File: src/rtl/rss_pkg.sv
package rss_pkg;
   typedef enum logic [1:0] {
      SH_LSL = 2'd0,
      SH_LSR = 2'd1,
      SH_ASR = 2'd2,
      SH_ROR = 2'd3
   } shift_e;

   localparam int FLG_N = 3;
   localparam int FLG_Z = 2;
   localparam int FLG_C = 1;
   localparam int FLG_V = 0;
   localparam int FLG_W = 4;
endpackage

File: src/rtl/rss_shifter.sv
module rss_shifter #(
   parameter int DATA_W = 32,
   parameter int AMT_W  = 8
) (
   input  logic [DATA_W-1:0] op,
   input  logic [AMT_W-1:0]  amt,
   input  logic [1:0]        kind,
   input  logic              c_in,
   output logic [DATA_W-1:0] shifted,
   output logic              c_out
);
   localparam int SH_W = $clog2(DATA_W);

   if (DATA_W != (1 << SH_W)) begin : g_bad_width
      $error("rss_shifter: DATA_W must be a power of two");
   end
   if (AMT_W <= SH_W) begin : g_bad_amt
      $error("rss_shifter: AMT_W must reach past DATA_W");
   end

   logic [DATA_W:0]     lsl_ext, lsr_ext, asr_ext;
   logic [2*DATA_W-1:0] ror_dbl;
   logic [SH_W-1:0]     rot;
   logic                amt_zero;

   assign amt_zero = (amt == '0);
   assign rot      = amt[SH_W-1:0];
   assign lsl_ext  = {1'b0, op} << amt;
   assign lsr_ext  = {op, 1'b0} >> amt;
   assign asr_ext  = $unsigned($signed({op, 1'b0}) >>> amt);
   assign ror_dbl  = {op, op} >> rot;

   always_comb begin
      shifted = op;
      c_out   = c_in;
      if (!amt_zero) begin
         unique case (rss_pkg::shift_e'(kind))
            rss_pkg::SH_LSL: begin
               shifted = lsl_ext[DATA_W-1:0];
               c_out   = lsl_ext[DATA_W];
            end
            rss_pkg::SH_LSR: begin
               shifted = lsr_ext[DATA_W:1];
               c_out   = lsr_ext[0];
            end
            rss_pkg::SH_ASR: begin
               shifted = asr_ext[DATA_W:1];
               c_out   = asr_ext[0];
            end
            default: begin
               shifted = ror_dbl[DATA_W-1:0];
               c_out   = ror_dbl[DATA_W-1];
            end
         endcase
      end
   end
endmodule

File: src/rtl/rss_flag_unit.sv
module rss_flag_unit #(
   parameter int DATA_W = 32
) (
   input  logic [DATA_W-1:0]            res,
   input  logic                         sh_carry,
   input  logic                         cond_ok,
   input  logic                         set_flags,
   input  logic [rss_pkg::FLG_W-1:0]    flags_in,
   output logic [rss_pkg::FLG_W-1:0]    flags_nx,
   output logic                         wr_nx
);
   logic upd;

   assign upd   = cond_ok & set_flags;
   assign wr_nx = cond_ok;

   always_comb begin
      flags_nx = flags_in;
      if (upd) begin
         flags_nx[rss_pkg::FLG_N] = res[DATA_W-1];
         flags_nx[rss_pkg::FLG_Z] = ~|res;
         flags_nx[rss_pkg::FLG_C] = sh_carry;
      end
   end
endmodule

File: src/rtl/rss_idx_guard.sv
module rss_idx_guard #(
   parameter int IDX_W   = 4,
   parameter int N_IDX   = 3,
   parameter int RSV_IDX = 15
) (
   input  logic [N_IDX*IDX_W-1:0] idx_bus,
   output logic                   hit
);
   localparam logic [IDX_W-1:0] RSV_V = IDX_W'(RSV_IDX);

   if (RSV_IDX >= (1 << IDX_W)) begin : g_bad_rsv
      $error("rss_idx_guard: RSV_IDX does not fit in IDX_W");
   end

   logic [N_IDX-1:0] hits;

   for (genvar i = 0; i < N_IDX; i++) begin : g_cmp
      assign hits[i] = (idx_bus[i*IDX_W +: IDX_W] == RSV_V);
   end

   assign hit = |hits;
endmodule

File: src/rtl/rss_out_stage.sv
module rss_out_stage #(
   parameter int W       = 38,
   parameter bit OUT_REG = 1'b1
) (
   input  logic         clk,
   input  logic         rst_n,
   input  logic [W-1:0] d,
   output logic [W-1:0] q
);
   if (OUT_REG) begin : g_reg
      always_ff @(posedge clk or negedge rst_n) begin
         if (!rst_n) q <= '0;
         else        q <= d;
      end
   end else begin : g_wire
      logic unused_clk;
      assign unused_clk = clk ^ rst_n;
      assign q = d;
   end
endmodule

File: src/rtl/rss_inv_slice.sv
module rss_inv_slice #(
   parameter int DATA_W  = 32,
   parameter int AMT_W   = 8,
   parameter int IDX_W   = 4,
   parameter int RSV_IDX = 15,
   parameter bit OUT_REG = 1'b1
) (
   input  logic                         clk,
   input  logic                         rst_n,
   input  logic [DATA_W-1:0]            operand,
   input  logic [AMT_W-1:0]             amt_byte,
   input  logic [1:0]                   shift_kind,
   input  logic                         set_flags,
   input  logic                         cond_ok,
   input  logic [rss_pkg::FLG_W-1:0]    flags_in,
   input  logic [IDX_W-1:0]             rd_idx,
   input  logic [IDX_W-1:0]             rm_idx,
   input  logic [IDX_W-1:0]             rs_idx,
   output logic [DATA_W-1:0]            result,
   output logic                         wr_en,
   output logic [rss_pkg::FLG_W-1:0]    flags_out,
   output logic                         unpred
);
   localparam int PK_W = DATA_W + rss_pkg::FLG_W + 2;

   logic [DATA_W-1:0]         shifted, res_nx;
   logic                      sh_c, wr_nx, unp_nx;
   logic [rss_pkg::FLG_W-1:0] flags_nx;
   logic [PK_W-1:0]           pk_d, pk_q;

   rss_shifter #(.DATA_W(DATA_W), .AMT_W(AMT_W)) u_shift (
      .op(operand), .amt(amt_byte), .kind(shift_kind),
      .c_in(flags_in[rss_pkg::FLG_C]), .shifted(shifted), .c_out(sh_c)
   );

   assign res_nx = ~shifted;

   rss_flag_unit #(.DATA_W(DATA_W)) u_flags (
      .res(res_nx), .sh_carry(sh_c), .cond_ok(cond_ok),
      .set_flags(set_flags), .flags_in(flags_in),
      .flags_nx(flags_nx), .wr_nx(wr_nx)
   );

   rss_idx_guard #(.IDX_W(IDX_W), .N_IDX(3), .RSV_IDX(RSV_IDX)) u_guard (
      .idx_bus({rs_idx, rm_idx, rd_idx}), .hit(unp_nx)
   );

   assign pk_d = {res_nx, flags_nx, wr_nx, unp_nx};

   rss_out_stage #(.W(PK_W), .OUT_REG(OUT_REG)) u_out (
      .clk(clk), .rst_n(rst_n), .d(pk_d), .q(pk_q)
   );

   assign {result, flags_out, wr_en, unpred} = pk_q;
endmodule

File: config.mk
export PLATFORM = sky130hd
export DESIGN_NAME = rss_inv_slice
export DESIGN_NICKNAME = d
export VERILOG_FILES = /design/src/rtl/rss_pkg.sv /design/src/rtl/rss_shifter.sv /design/src/rtl/rss_flag_unit.sv /design/src/rtl/rss_idx_guard.sv /design/src/rtl/rss_out_stage.sv /design/src/rtl/rss_inv_slice.sv
export SDC_FILE = /design/constraint.sdc
export NUM_CORES = 1
export LEC_CHECK = 0
export CORE_ASPECT_RATIO = 0.8
export CORE_MARGIN = 3
export CORE_UTILIZATION = 25
export CTS_CLUSTER_SIZE = 8
export DETAILED_ROUTE_END_ITERATION = 8
export DONT_BUFFER_PORTS = 1
export PLACE_DENSITY = 0.49
export RECOVER_POWER = 50
export SLEW_MARGIN = 20
export SYNTH_ARGS = -nofsm -noshare
export SYNTH_HDL_FRONTEND = slang
export SYNTH_SLANG_ARGS = --single-unit
File: constraint.sdc
create_clock -name clk -period 0.9 [get_ports clk]
set_clock_uncertainty 0.05 [all_clocks]
set_input_delay 0.045 -clock clk [delete_from_list [all_inputs] [get_ports clk]]
set_output_delay 0.045 -clock clk [all_outputs]
set_load 0.02 [all_outputs]
Word level (Yosys, flattened, before mapping) --
Index checks and enable logic that the tools add are counted. W data, S select, Z words.
Storage, ports and cells: flip-flop bits (word level) 38
Operators by class: bitwise logic cells 2, equal/unequal tests 5, mux-type cells 5, reductions and logical operators 5, shift operators 4
Operators by type and width (number):
- $pmux W32 S3 | 1
- $shr A64 B5 Y32 | 1
- $shl A32 B8 Y33 | 1
- $shr A33 B8 Y33 | 1
- $sshr A33 B8 Y33 | 1
- $mux W32 | 1
- $not A32 Y32 | 1
- $reduce_or A32 Y1 | 1
- $eq A4 B4 Y1 const B | 3
- $logic_not A8 Y1 | 1
- $mux W3 | 1
- $pmux W1 S3 | 1
- $reduce_or A3 Y1 | 1
- $eq A2 B1 Y1 const B | 1
- $eq A2 B2 Y1 const B | 1
- $logic_not A2 Y1 | 1
- $and A1 B1 Y1 | 1
- $logic_not A1 Y1 | 1
- $mux W1 | 1

Logic depth before layout (Yosys ltp) --
Gate-level depths: netlist (run 1).
depth after elaboration 7, depth in mapped cells 14, mapped depth without buffers 9

By module --
Synthesis (run 1) repeated with hierarchy kept, for this count alone.
Unflattened totals: cells, all modules 929, area, all modules 7603.5 um^2
Modules (own cells, without submodules):
- rss_shifter | area an instance 6363.6 um^2, cells an instance 838, times used 1
- rss_out_stage | area an instance 950.9 um^2, cells an instance 38, times used 1
- rss_flag_unit | area an instance 145.1 um^2, cells an instance 17, times used 1
- rss_inv_slice | area an instance 120.1 um^2, cells an instance 32, times used 1
- rss_idx_guard | area an instance 23.8 um^2, cells an instance 4, times used 1

Worst setup path after synthesis (run 1) --
Ideal clock, no wire load.
path kind input to register, start input amt_byte[0], end register u_out.q[4], arrival 2524 ps, slack -1770 ps, data required time 755 ps, cell stages on the path 13, library setup time 95 ps, path through buf_6 -> buf_12 -> buf_12 -> buf_12 -> mux2i_1 -> mux4_2 -> nor3_2 -> nor4_1 -> a21oi_2 -> or4b_1 -> nor4b_2 -> nand4_1 -> o31ai_1
On the way: cells in the longest elaborated chain, start to end 7, elaborated cells on any way between the ends 11, those cells by class shift (4); mux (3); bitwise (1); reduce/logical (3)
Ends and longest elaborated chain:
- start, declared | line rss_inv_slice.sv:11 | input logic [AMT_W-1:0] amt_byte,
- $sshr A33 B8 Y33 (tied with other cells) | line rss_shifter.sv:30 | assign asr_ext = $unsigned($signed({op, 1'b0}) >>> amt);
- $pmux W32 S3 | line rss_shifter.sv:37 | unique case (rss_pkg::shift_e'(kind))
- $mux W32 * | line rss_shifter.sv:36 | if (!amt_zero) begin
- $not A32 Y32 * | line rss_inv_slice.sv:36 | assign res_nx = ~shifted;
- $reduce_or A32 Y1 * | line rss_flag_unit.sv:21 | flags_nx[rss_pkg::FLG_Z] = ~|res;
- $logic_not A1 Y1 * | line rss_flag_unit.sv:21
- $mux W3 * | line rss_flag_unit.sv:19 | if (upd) begin
- via flags_nx (one bit) | line rss_inv_slice.sv:28 | logic [rss_pkg::FLG_W-1:0] flags_nx;
- end signal, assigned | line rss_out_stage.sv:12 | if (!rst_n) q <= '0;
- end signal, assigned | line rss_out_stage.sv:13 | else q <= d;
- end, declared | line rss_out_stage.sv:8 | output logic [W-1:0] q
The timed path passes the listed nets; every way through them passes the cells marked *.

Worst setup path after layout (run 1) --
start input amt_byte[6], end register u_out.q[4]
On the way: cells in the longest elaborated chain, start to end 7, elaborated cells on any way between the ends 10, those cells by class shift (3); mux (3); bitwise (1); reduce/logical (3)
Ends and longest elaborated chain (line):
- $sshr A33 B8 Y33 (tied with other cells) | rss_shifter.sv:30
- $pmux W32 S3 | rss_shifter.sv:37
- $mux W32 * | rss_shifter.sv:36
- $not A32 Y32 * | rss_inv_slice.sv:36
- $reduce_or A32 Y1 * | rss_flag_unit.sv:21
- $logic_not A1 Y1 * | rss_flag_unit.sv:21
- $mux W3 * | rss_flag_unit.sv:19
- via flags_nx (one bit) | rss_inv_slice.sv:28
Marked as above.

==> results of run 1 <==
-- report_power, final --
| group | switching, mW | total, mW | internal, mW |
|---|---|---|---|
| Sequential | 0.307 | 2.19 | 1.88 |
| Clock | 0.711 | 1.81 | 1.10 |
| Combinational | 3.73 | 7.62 | 3.89 |
| Total | 4.75 | 11.6 | 6.87 |
-- through the flow --
step                std cells  power (mW)
floorplan                1057       5.961
global placement         1765       8.421
detailed placement       1765       8.354
CTS                      1807       11.20
global route             1813       11.98
finish                   1813       11.62
-- worst min-delay path by stage --
stage                     slack [ps]  startpoint  cells after the start     endpoint
after detailed placement        -300       rst_n                      0   u_out.q[0]
after global routing            -610       rst_n                      0   u_out.q[0]
final                           -600       rst_n                      0   u_out.q[0]
after floorplan                 -300       rst_n                      0   u_out.q[0]
after global placement          -300       rst_n                      0   u_out.q[0]
after CTS                       -610       rst_n                      0  u_out.q[17]
-- cells by family after synthesis --
kind of cell           count (synthesis)  synth area share, %
AO/OA/AOI/OAI                        304                24.29
XOR/XNOR                               1              0.09540
buffers and inverters                149                9.783
flip-flops                            38                10.36
multiplexers                         207                35.77
AND/OR/NAND/NOR                      358                19.70
-- repair_timing --
action,in CTS,in global routing
setup buffers,31,17
endpoints found under the setup margin,35,35
resized for setup,230,65
hold endpoints to repair,52,46
gates cloned,0,0
pin swaps,62,43
-- Yosys cell counts (5+ instances only) --
cell type  number
buf_4           7
nand4_1        10
a32oi_1         8
o32ai_1         7
a22oi_1        24
buf_12          5
a31oi_1        13
dfrtp_1        38
nand2_1        90
a2bb2oi_1       6
a22o_1          5
a211oi_1       12
o31ai_1        10
mux4_2         63
buf_1          11
nor2b_1        16
o22ai_1        18
nand3_1        23
clkbuf_1       64
inv_1          11
and3_1          7
nor4_1         16
nor3_1         35
o221ai_1       15
o32a_1          5
mux2i_1        66
o211ai_1       22
o21ai_0        45
clkbuf_8        6
a21oi_1        40
and2_1          9
or2_2           7
mux4_1         21
a221oi_1       10
buf_6           7
buf_2          29
a31o_2          5
mux2_2         56
nor2_1         90
nand2b_1       16
or3_1           6
-- area by class of cell --
| cell class | count | area, µm² | share of cell area [%] |
|---|---|---|---|
| clock inverter | 2 | 12.51 | 0.09065 |
| inverter | 13 | 66.31 | 0.4805 |
| timing repair buffer | 404 | 3387 | 24.54 |
| sequential | 38 | 950.9 | 6.890 |
| clock buffer | 6 | 138.9 | 1.006 |
| tap | 480 | 600.6 | 4.351 |
| multi-input combinational | 870 | 8646 | 62.64 |
-- routing by layer --
metal	part of all wire, %	routed length (µm)	global-route usage, %
met1	40	24240	41.59
met2	43	26310	46.39
met3	12	7330	7.583
met4	4.9	2975	10.32
met5	0.048	29	0
==> flow_metrics.py, run 1 <==
metrics = {
    "status": {
        "outcome": "finished, violations left",
        "violations": "hold timing, setup timing",
    },
    "global_routing": {
        "antenna_found_initial": 4,
        "grt_pass1_wl_um": 85260,
        "track_usage_pct": 30.31,
        "grt_overflow_total": 0,
        "grt_max_degree": 134,
        "grt_pass1_vias": 11136,
    },
    "sta": {
        "max_slew.worst_pin.slew_ps": 776.3,
        "hold_ws_ps": -599.5,
        "period_share_pct": 267.1,
        "fmaxAchievable_mhz": 416.0,
        "slew_headroom_pct": 47.77,
        "report.final.setup_viol": 35,
        "slew_violations": 0,
        "period_minus_slack_ps": 2404,
        "rsz0062_at_grt": "true",
        "tns_ps": -32520,
        "worst_slack_ps": -1504,
        "hold_viol": 43,
    },
    "logic_synthesis": {
        "synth_area_per_cell_um2": 8.687,
        "ys_warn_count": 0,
        "syn_nets": 1119,
        "postSynth.asyncResetShare_pct": 100.0,
        "synth_edf_count": 0,
        "syn_area_mm2": 0.009183,
        "ys_seq_elements": 38,
        "synth_area_leaders": "mux4_2, dfrtp_1, mux2i_1",
        "syn_inst": 1057,
        "synth_top_area_share_pct": 15.45,
        "ys.flop_type": "dfrtp_1",
        "synth_seq_area_share_pct": 10.36,
        "synth_cell_types": 103,
        "yosysTopAreaCell": "mux4_2",
    },
    "detailed_routing": {
        "antenna_violating_nets_post_route": 0,
        "totalWireLength_um": 60880,
        "first_pass_iters": 5,
        "via_per_inst": 6.499,
        "vias": 11782,
        "post_drt_wl_per_cell_um": 33.58,
        "drt_iter0_markers": 1934,
        "drc_errors": 0,
    },
    "placement": {
        "pre_cts_slack_ps": -1983,
        "place_congestion": 1.074,
        "hpwlAfterDp_um": 45220,
        "io_buffer_count": 0,
        "postPlaceCellArea_mm2": 0.01193,
    },
    "clock_network": {
        "numCtsBuffers": 5,
        "cts_tree": "done",
        "htreeDepth": 2,
        "clk_pin_slew_worst_paths_ps": 60,
        "cts_max_path_buffers": 2,
        "cts_sinks": 38,
        "ctsHoldBuffers": 19,
        "cts_root_buf": "clkbuf_16",
    },
    "power": {
        "p_leak_nw": 5.279,
        "power_density_mw_per_mm2": 841.8,
        "irDropWorstVdd_mv": 0.6367,
    },
    "worst_setup_path": {
        "crit_start": "amt_byte[6]",
        "crit_path_end_kind": "flop",
        "cp_cell_sequence": "or3_4, nor3_4, buf_4, nor2_1, a32o_1, a211oi_2, o311ai_1, nor4_2, nand4_1, o31ai_1",
        "start_kind": "primary input",
        "worstPathArrival_ps": 2530,
        "cp_top_family": "simple AND/OR/NAND/NOR gates",
        "crit_required_ps": 1030,
        "cp_slowest_stage_delay_ps": 450,
        "path_max_fanout": 16,
        "criticalPathCategory": "primary input to flop",
        "worstSetupEndpoint": "u_out.q[4]",
        "crit_cells": 10,
        "path_buf_inv": 1,
        "slowest_stage": "or3_4",
    },
    "layout": {
        "syn_to_final_growth_pct": 50.31,
        "finish.utilization_pct": 38.26,
        "regMostFlops": "u_out.q",
        "fin_area_mm2": 0.01380,
        "reg.largest.list": "u_out.q x38",
        "nets": 1394,
        "final_cell_mix": "buf_4, nand2_1, mux4_2",
        "final_common_cell": "buf_4",
        "largest_reg_flops": 38,
        "n_fill_cell": 3671,
        "drive_gt1_share_pct": 55.44,
        "antenna_cells": 0,
    },
    "floorplan": {
        "die_w_um": 220.3,
        "io_pins": 100,
        "die-area_mm2": 0.03908,
        "core.rowCount": 62,
        "start_util_pct": 25.46,
        "die_h_um": 177.4,
        "coreArea_mm2": 0.03607,
    },
    "worst_hold_path": {
        "hold_class": "primary input to asynchronous set/reset pin",
    },
    "job": {
        "cap_violations": 0,
    },
}
(Power assumes the default switching activity.)
==> inputs of run 2 (changes only) <==
clock period = 2.8 ns   (was 0.9 ns; I/O delays follow)
==> run 2 against run 1 <==
  * The run ends with capacitance limit, slew limit, setup timing left
  * First-iteration DRC count down 3.6%
  * Setup slack better by 1500 ps
  * Sequential share of layout area up 1.6 points
  * Combinational power down 76%
  * Worst hold slack better by 660 ps
  * Core utilization down 7.2 points
  * Critical path depth up 1
  * Final area down 19%
  * Sequential power down 68%
  * Critical endpoint unchanged
==> flow_metrics.py, run 2 (synthesis gave the netlist of run 1 again) <==
metrics = {
    "detailed_routing": {
        "antenna_violating_nets_post_route": 0,
        "totalWireLength_um": 57500,
        "first_pass_iters": 6,
        "drc_errors": 0,
        "vias": 10894,
        "post_drt_wl_per_cell_um": 34.41,
        "via_per_inst": 6.519,
        "drt_iter0_markers": 1865,
    },
    "worst_setup_path": {
        "start_kind": "primary input",
        "path_buf_inv": 2,
        "slowest_stage": "mux4_1",
        "cp_top_family": "multiplexers",
        "criticalPathCategory": "primary input to flop",
        "cp_cell_sequence": "mux4_1, mux2i_1, o21ai_0, buf_4, a221oi_1, buf_4, a211oi_1, o311ai_0, nor4_1, nand4_1, o31ai_2",
        "crit_path_end_kind": "flop",
        "cp_slowest_stage_delay_ps": 650,
        "path_max_fanout": 133,
        "crit_required_ps": 2900,
        "crit_cells": 11,
        "crit_start": "amt_byte[0]",
        "worstPathArrival_ps": 2930,
        "cp_common_cell": "buf_4",
        "worstSetupEndpoint": "u_out.q[4]",
    },
    "floorplan": {
        "core.rowCount": 62,
        "io_pins": 100,
        "die_h_um": 177.4,
        "coreArea_mm2": 0.03607,
        "die-area_mm2": 0.03908,
        "die_w_um": 220.3,
        "start_util_pct": 25.46,
    },
    "global_routing": {
        "grt_busiest_layer": "met2",
        "grt_max_degree": 134,
        "grt_overflow_total": 0,
        "grt_pass1_wl_um": 80980,
        "grt_pass1_vias": 10240,
        "gr-usage-met3_pct": 7.549,
        "grt_use_met1_pct": 39.91,
        "antenna_found_initial": 2,
        "met2_usage_pct": 43.15,
        "track_usage_pct": 28.77,
    },
    "layout": {
        "regMostFlops": "u_out.q",
        "nets": 1252,
        "final_common_cell": "buf_4",
        "reg.largest.list": "u_out.q x38",
        "drive_gt1_share_pct": 35.68,
        "final_cell_mix": "buf_4, nand2_1, nor2_1",
        "n_fill_cell": 3840,
        "syn_to_final_growth_pct": 21.91,
        "fin_area_mm2": 0.01119,
        "antenna_cells": 0,
        "largest_reg_flops": 38,
        "finish.utilization_pct": 31.03,
    },
    "placement": {
        "place_congestion": 1.026,
        "io_buffer_count": 0,
        "postPlaceCellArea_mm2": 0.01090,
        "hpwlAfterDp_um": 43470,
    },
    "sta": {
        "hold_viol": 0,
        "rsz0062_at_grt": "false",
        "period_share_pct": 101.0,
        "max_slew.worst_pin.slew_ps": 1951,
        "fmaxAchievable_mhz": 353.5,
        "period_minus_slack_ps": 2829,
        "slew_headroom_pct": -30.08,
        "slew_violations": 39,
        "worst_slack_ps": -29.19,
        "report.final.setup_viol": 1,
    },
    "power": {
        "irDropWorstVdd_mv": 0.2789,
        "power_density_mw_per_mm2": 273.6,
        "p_leak_nw": 4.274,
    },
    "worst_hold_path": {
        "min_from": "operand[6]",
        "hold_class": "primary input to flop",
    },
    "status": {
        "violations": "capacitance limit, slew limit, setup timing",
        "outcome": "finished, violations left",
    },
    "clock_network": {
        "cts_setup_buffers": 0,
        "numCtsBuffers": 5,
        "cts_sinks": 38,
        "cts_root_buf": "clkbuf_16",
        "htreeDepth": 2,
        "clk_pin_slew_worst_paths_ps": 60,
        "cts_tree": "done",
        "cts_max_path_buffers": 2,
    },
    "job": {
        "cap_violations": 1,
    },
}
[run 2: cell types whose count changed in the layout (fill, tap and decap cells not counted), moves of 18 or more]
cell,change
mux2_2,+31
buf_6,-54
buf_4,-80
o21ai_0,+18
mux2i_1,+19
mux2_4,-31
[run 2: final cells by class]
cell class	count	area, µm²	share of cell area [%]
clock buffers	6	128.9	1.151
clock inverters	2	13.76	0.1229
repair buffers	262	2082	18.60
inverters	13	52.55	0.4694
well taps	480	600.6	5.365
multi-input cells	870	7366	65.80
flip-flops and latches	38	950.9	8.494
[run 2: how the worst min path moves through the flow]
stage | endpoint | slack (ps) | depth (start not counted)
3_3_place_gp | u_out.q[11] | -200 | 0
4_1_cts | u_out.q[20] | 50 | 2
2_1_floorplan | u_out.q[0] | -210 | 0
6_report | u_out.q[12] | 60 | 1
3_5_place_dp | u_out.q[14] | -200 | 0
5_1_grt | u_out.q[33] | 50 | 1
[run 2: timing repair]
action | 4_1_cts | 5_1_grt
gates resized for setup | 0 | 9
hold buffers | 12 | 0
setup endpoints to repair | 0 | 1
endpoints found under the hold margin | 46 | 0
[run 2: routing by layer]
layer / vias up / part of all wire (%)
li1: 4476 / -
met1: 5487 / 41
met2: 792 / 43
met3: 135 / 12
met4: 4 / 4.4
met5: - / 0.047
[run 2: stage by stage]
stage               setup WS [ps]  hold slack [ps]  power (mW)  setup TNS (ps)  instances
finish                     -29.19            59.56       3.063          -29.19       1671
global route                17.34            47.14       3.202               0       1671
CTS                         73.07            51.24       3.046               0       1671
detailed placement         -217.1           -204.6       2.463          -226.7       1651
global placement           -182.4           -204.8       2.484          -182.4       1651
floorplan                   35.16           -205.6       1.838               0       1057
[run 2: report_power, final]
part	leakage, nW	internal, mW	total, mW	switching, mW
sequential	0.410	0.604	0.700	0.0953
clock	0.0708	0.329	0.529	0.200
combinational	3.79	0.877	1.83	0.958
==> inputs of run 3 (changes only) <==
SYNTH_HIERARCHICAL = 1   (was not set)
==> run 3 against run 2 <==
  * The flow finishes with violations (capacitance limit, slew limit)
  * Sequential share of layout area up 1.6 points
  * Setup slack better by 68 ps
  * Worst hold slack worse by 53 ps
  * Cell count down 14%
  * Critical endpoint is now u_out/q[4]
  * Largest cell class unchanged
==> flow_metrics.py, run 3 <==
metrics = {
    "status": {
        "outcome": "finished, violations left",
        "violations": "capacitance limit, slew limit",
    },
    "layout": {
        "syn_to_final_growth_pct": 24.44,
        "reg.largest.list": "u_out/q x38",
        "largest_reg_flops": 38,
        "drive_gt1_share_pct": 31.40,
        "antenna_cells": 0,
        "final_common_cell": "buf_4",
        "nets": 1096,
        "final_cell_mix": "buf_4, nor2_1, nand2_1",
        "finish.utilization_pct": 31.92,
        "regMostFlops": "u_out/q",
        "fin_area_mm2": 0.009462,
    },
    "floorplan": {
        "io_pins": 100,
        "die_h_um": 162.0,
        "die_w_um": 201.0,
        "start_util_pct": 25.65,
        "core.rowCount": 56,
        "coreArea_mm2": 0.02964,
        "die-area_mm2": 0.03256,
    },
    "clock_network": {
        "cts_sinks": 38,
        "clk_pin_slew_worst_paths_ps": 60,
        "cts_root_buf": "clkbuf_16",
        "numCtsBuffers": 5,
        "cts_max_path_buffers": 2,
        "htreeDepth": 2,
        "cts_tree": "done",
    },
    "sta": {
        "report.final.setup_viol": 0,
        "hold_ws_ps": 6.918,
        "period_minus_slack_ps": 2762,
        "fmaxAchievable_mhz": 362.1,
        "period_share_pct": 98.63,
        "slew_violations": 39,
        "tns_ps": 0,
        "slew_headroom_pct": -39.57,
        "hold_viol": 0,
        "max_slew.worst_pin.slew_ps": 2094,
    },
    "global_routing": {
        "track_usage_pct": 29.23,
        "grt_pass1_wl_um": 68970,
        "grt_pass1_vias": 8835,
        "grt_max_degree": 111,
        "grt_overflow_total": 0,
        "antenna_found_initial": 0,
    },
    "logic_synthesis": {
        "synth_area_leaders": "mux4_2, dfrtp_1, mux2i_1",
        "synth_edf_count": 0,
        "synth_cell_types": 79,
        "syn_area_mm2": 0.007604,
        "postSynth.asyncResetShare_pct": 100.0,
        "syn_nets": 991,
        "synth.most_common_cell": "nor2_1",
        "syn_inst": 929,
        "synth_area_per_cell_um2": 8.185,
        "ys_seq_elements": 38,
        "ys_warn_count": 6,
        "yosysTopAreaCell": "mux4_2",
        "synth_seq_area_share_pct": 12.51,
        "yosys-top-cells-count": "nor2_1, nand2_1, mux4_2",
        "ys.flop_type": "dfrtp_1",
        "synth_top_area_share_pct": 18.66,
    },
    "worst_setup_path": {
        "crit_path_end_kind": "flop",
        "worstPathArrival_ps": 2910,
        "start_kind": "primary input",
        "criticalPathCategory": "primary input to flop",
        "crit_required_ps": 2950,
        "path_max_fanout": 110,
    },
    "power": {
        "swShare_pct": 40.66,
        "irDropWorstVdd_mv": 0.2642,
        "p_leak_nw": 3.569,
        "pwr-share-clk_pct": 24.5,
        "pwr-share-comb_pct": 53.1,
        "seqPwrFrac_pct": 22.4,
        "internal_power_mw": 1.880,
        "power_density_mw_per_mm2": 334.8,
        "switchingPower_mw": 1.288,
    },
    "placement": {
        "postPlaceCellArea_mm2": 0.009138,
        "hpwlAfterDp_um": 38470,
        "io_buffer_count": 0,
        "place_congestion": 1.080,
    },
    "detailed_routing": {
        "drt_iter0_markers": 1800,
        "totalWireLength_um": 49800,
        "first_pass_iters": 7,
        "drc_errors": 0,
        "via_per_inst": 6.550,
        "antenna_violating_nets_post_route": 0,
        "post_drt_wl_per_cell_um": 34.56,
        "vias": 9439,
    },
    "job": {
        "cap_violations": 1,
    },
    "worst_hold_path": {
        "hold_class": "primary input to flop",
    },
}
## run 3: routing by layer
layer | vias up | part of all wire (%) | GRT usage (%)
met5 | - | 0 | 0
met4 | 0 | 4.8 | 11.33
met3 | 118 | 12 | 8.515
met2 | 727 | 40 | 41.57
met1 | 4734 | 43 | 41.55
li1 | 3860 | - | -
## run 3: worst paths after layout
check | start | to | slack, ps | cells after the start
max | amt_byte[0] | u_out/q[4] | 40 | 10
min | operand[12] | u_out/q[18] | 7 | 2
min in group asynchronous | rst_n | u_out/q[2] | 950 | 2
max in group asynchronous | rst_n | u_out/q[17] | 550 | 2
## run 3: cell type report
type                    count  area [µm²]
fillers                  3148       20180
clock inverters             2       60.06
repair buffers            203        1653
flip-flops and latches     38       950.9
clock buffers               6       138.9
inverters                  41       153.9
multi-input cells         745        5997
well taps                 406       508.0
## run 3: cell families (layout without fill, tap and decap cells)
kind of cell | after synthesis | in the layout | share of synthesized area, %
xor+xnor | 1 | 1 | 0.1152
simple gates | 282 | 282 | 18.28
buf+inv | 146 | 252 | 8.804
compound gates | 300 | 300 | 27.93
flops | 38 | 38 | 12.51
mux | 162 | 162 | 32.37
## run 3: critical path: stages
cell and delay (ps):
mux2i_1 250, mux4_2 610, a221o_2 530, a21oi_1 240, a211oi_1 110, a21oi_1 200, inv_1 90, nor4_1 270
nand4_1 190, o31ai_2 200
## run 3: power by group through the flow
stage | combinational [mW] | clock, mW | sequential (mW)
detailed placement | 1.57 | 0 | 0.722
finish | 1.68 | 0.777 | 0.710
floorplan | 0.957 | 0 | 0.708
CTS | 1.60 | 0.795 | 0.713
global placement | 1.61 | 0 | 0.721
global route | 1.72 | 0.818 | 0.716
## run 3: what timing repair did
action / CTS / global route
hold buffers: 9 / 0
endpoints found under the setup margin: 0 / 1
resized for setup: 0 / 4
buffers inserted: 0 / 2
endpoints found under the hold margin: 44 / 0
## run 3: through the flow
step	instances	setup slack [ps]	power, mW
6_report	1441	38.38	3.168
4_1_cts	1439	29.11	3.108
3_5_place_dp	1422	-276.5	2.287
5_1_grt	1441	-4.310	3.256
2_1_floorplan	929	235.2	1.665
3_3_place_gp	1422	-342.4	2.327
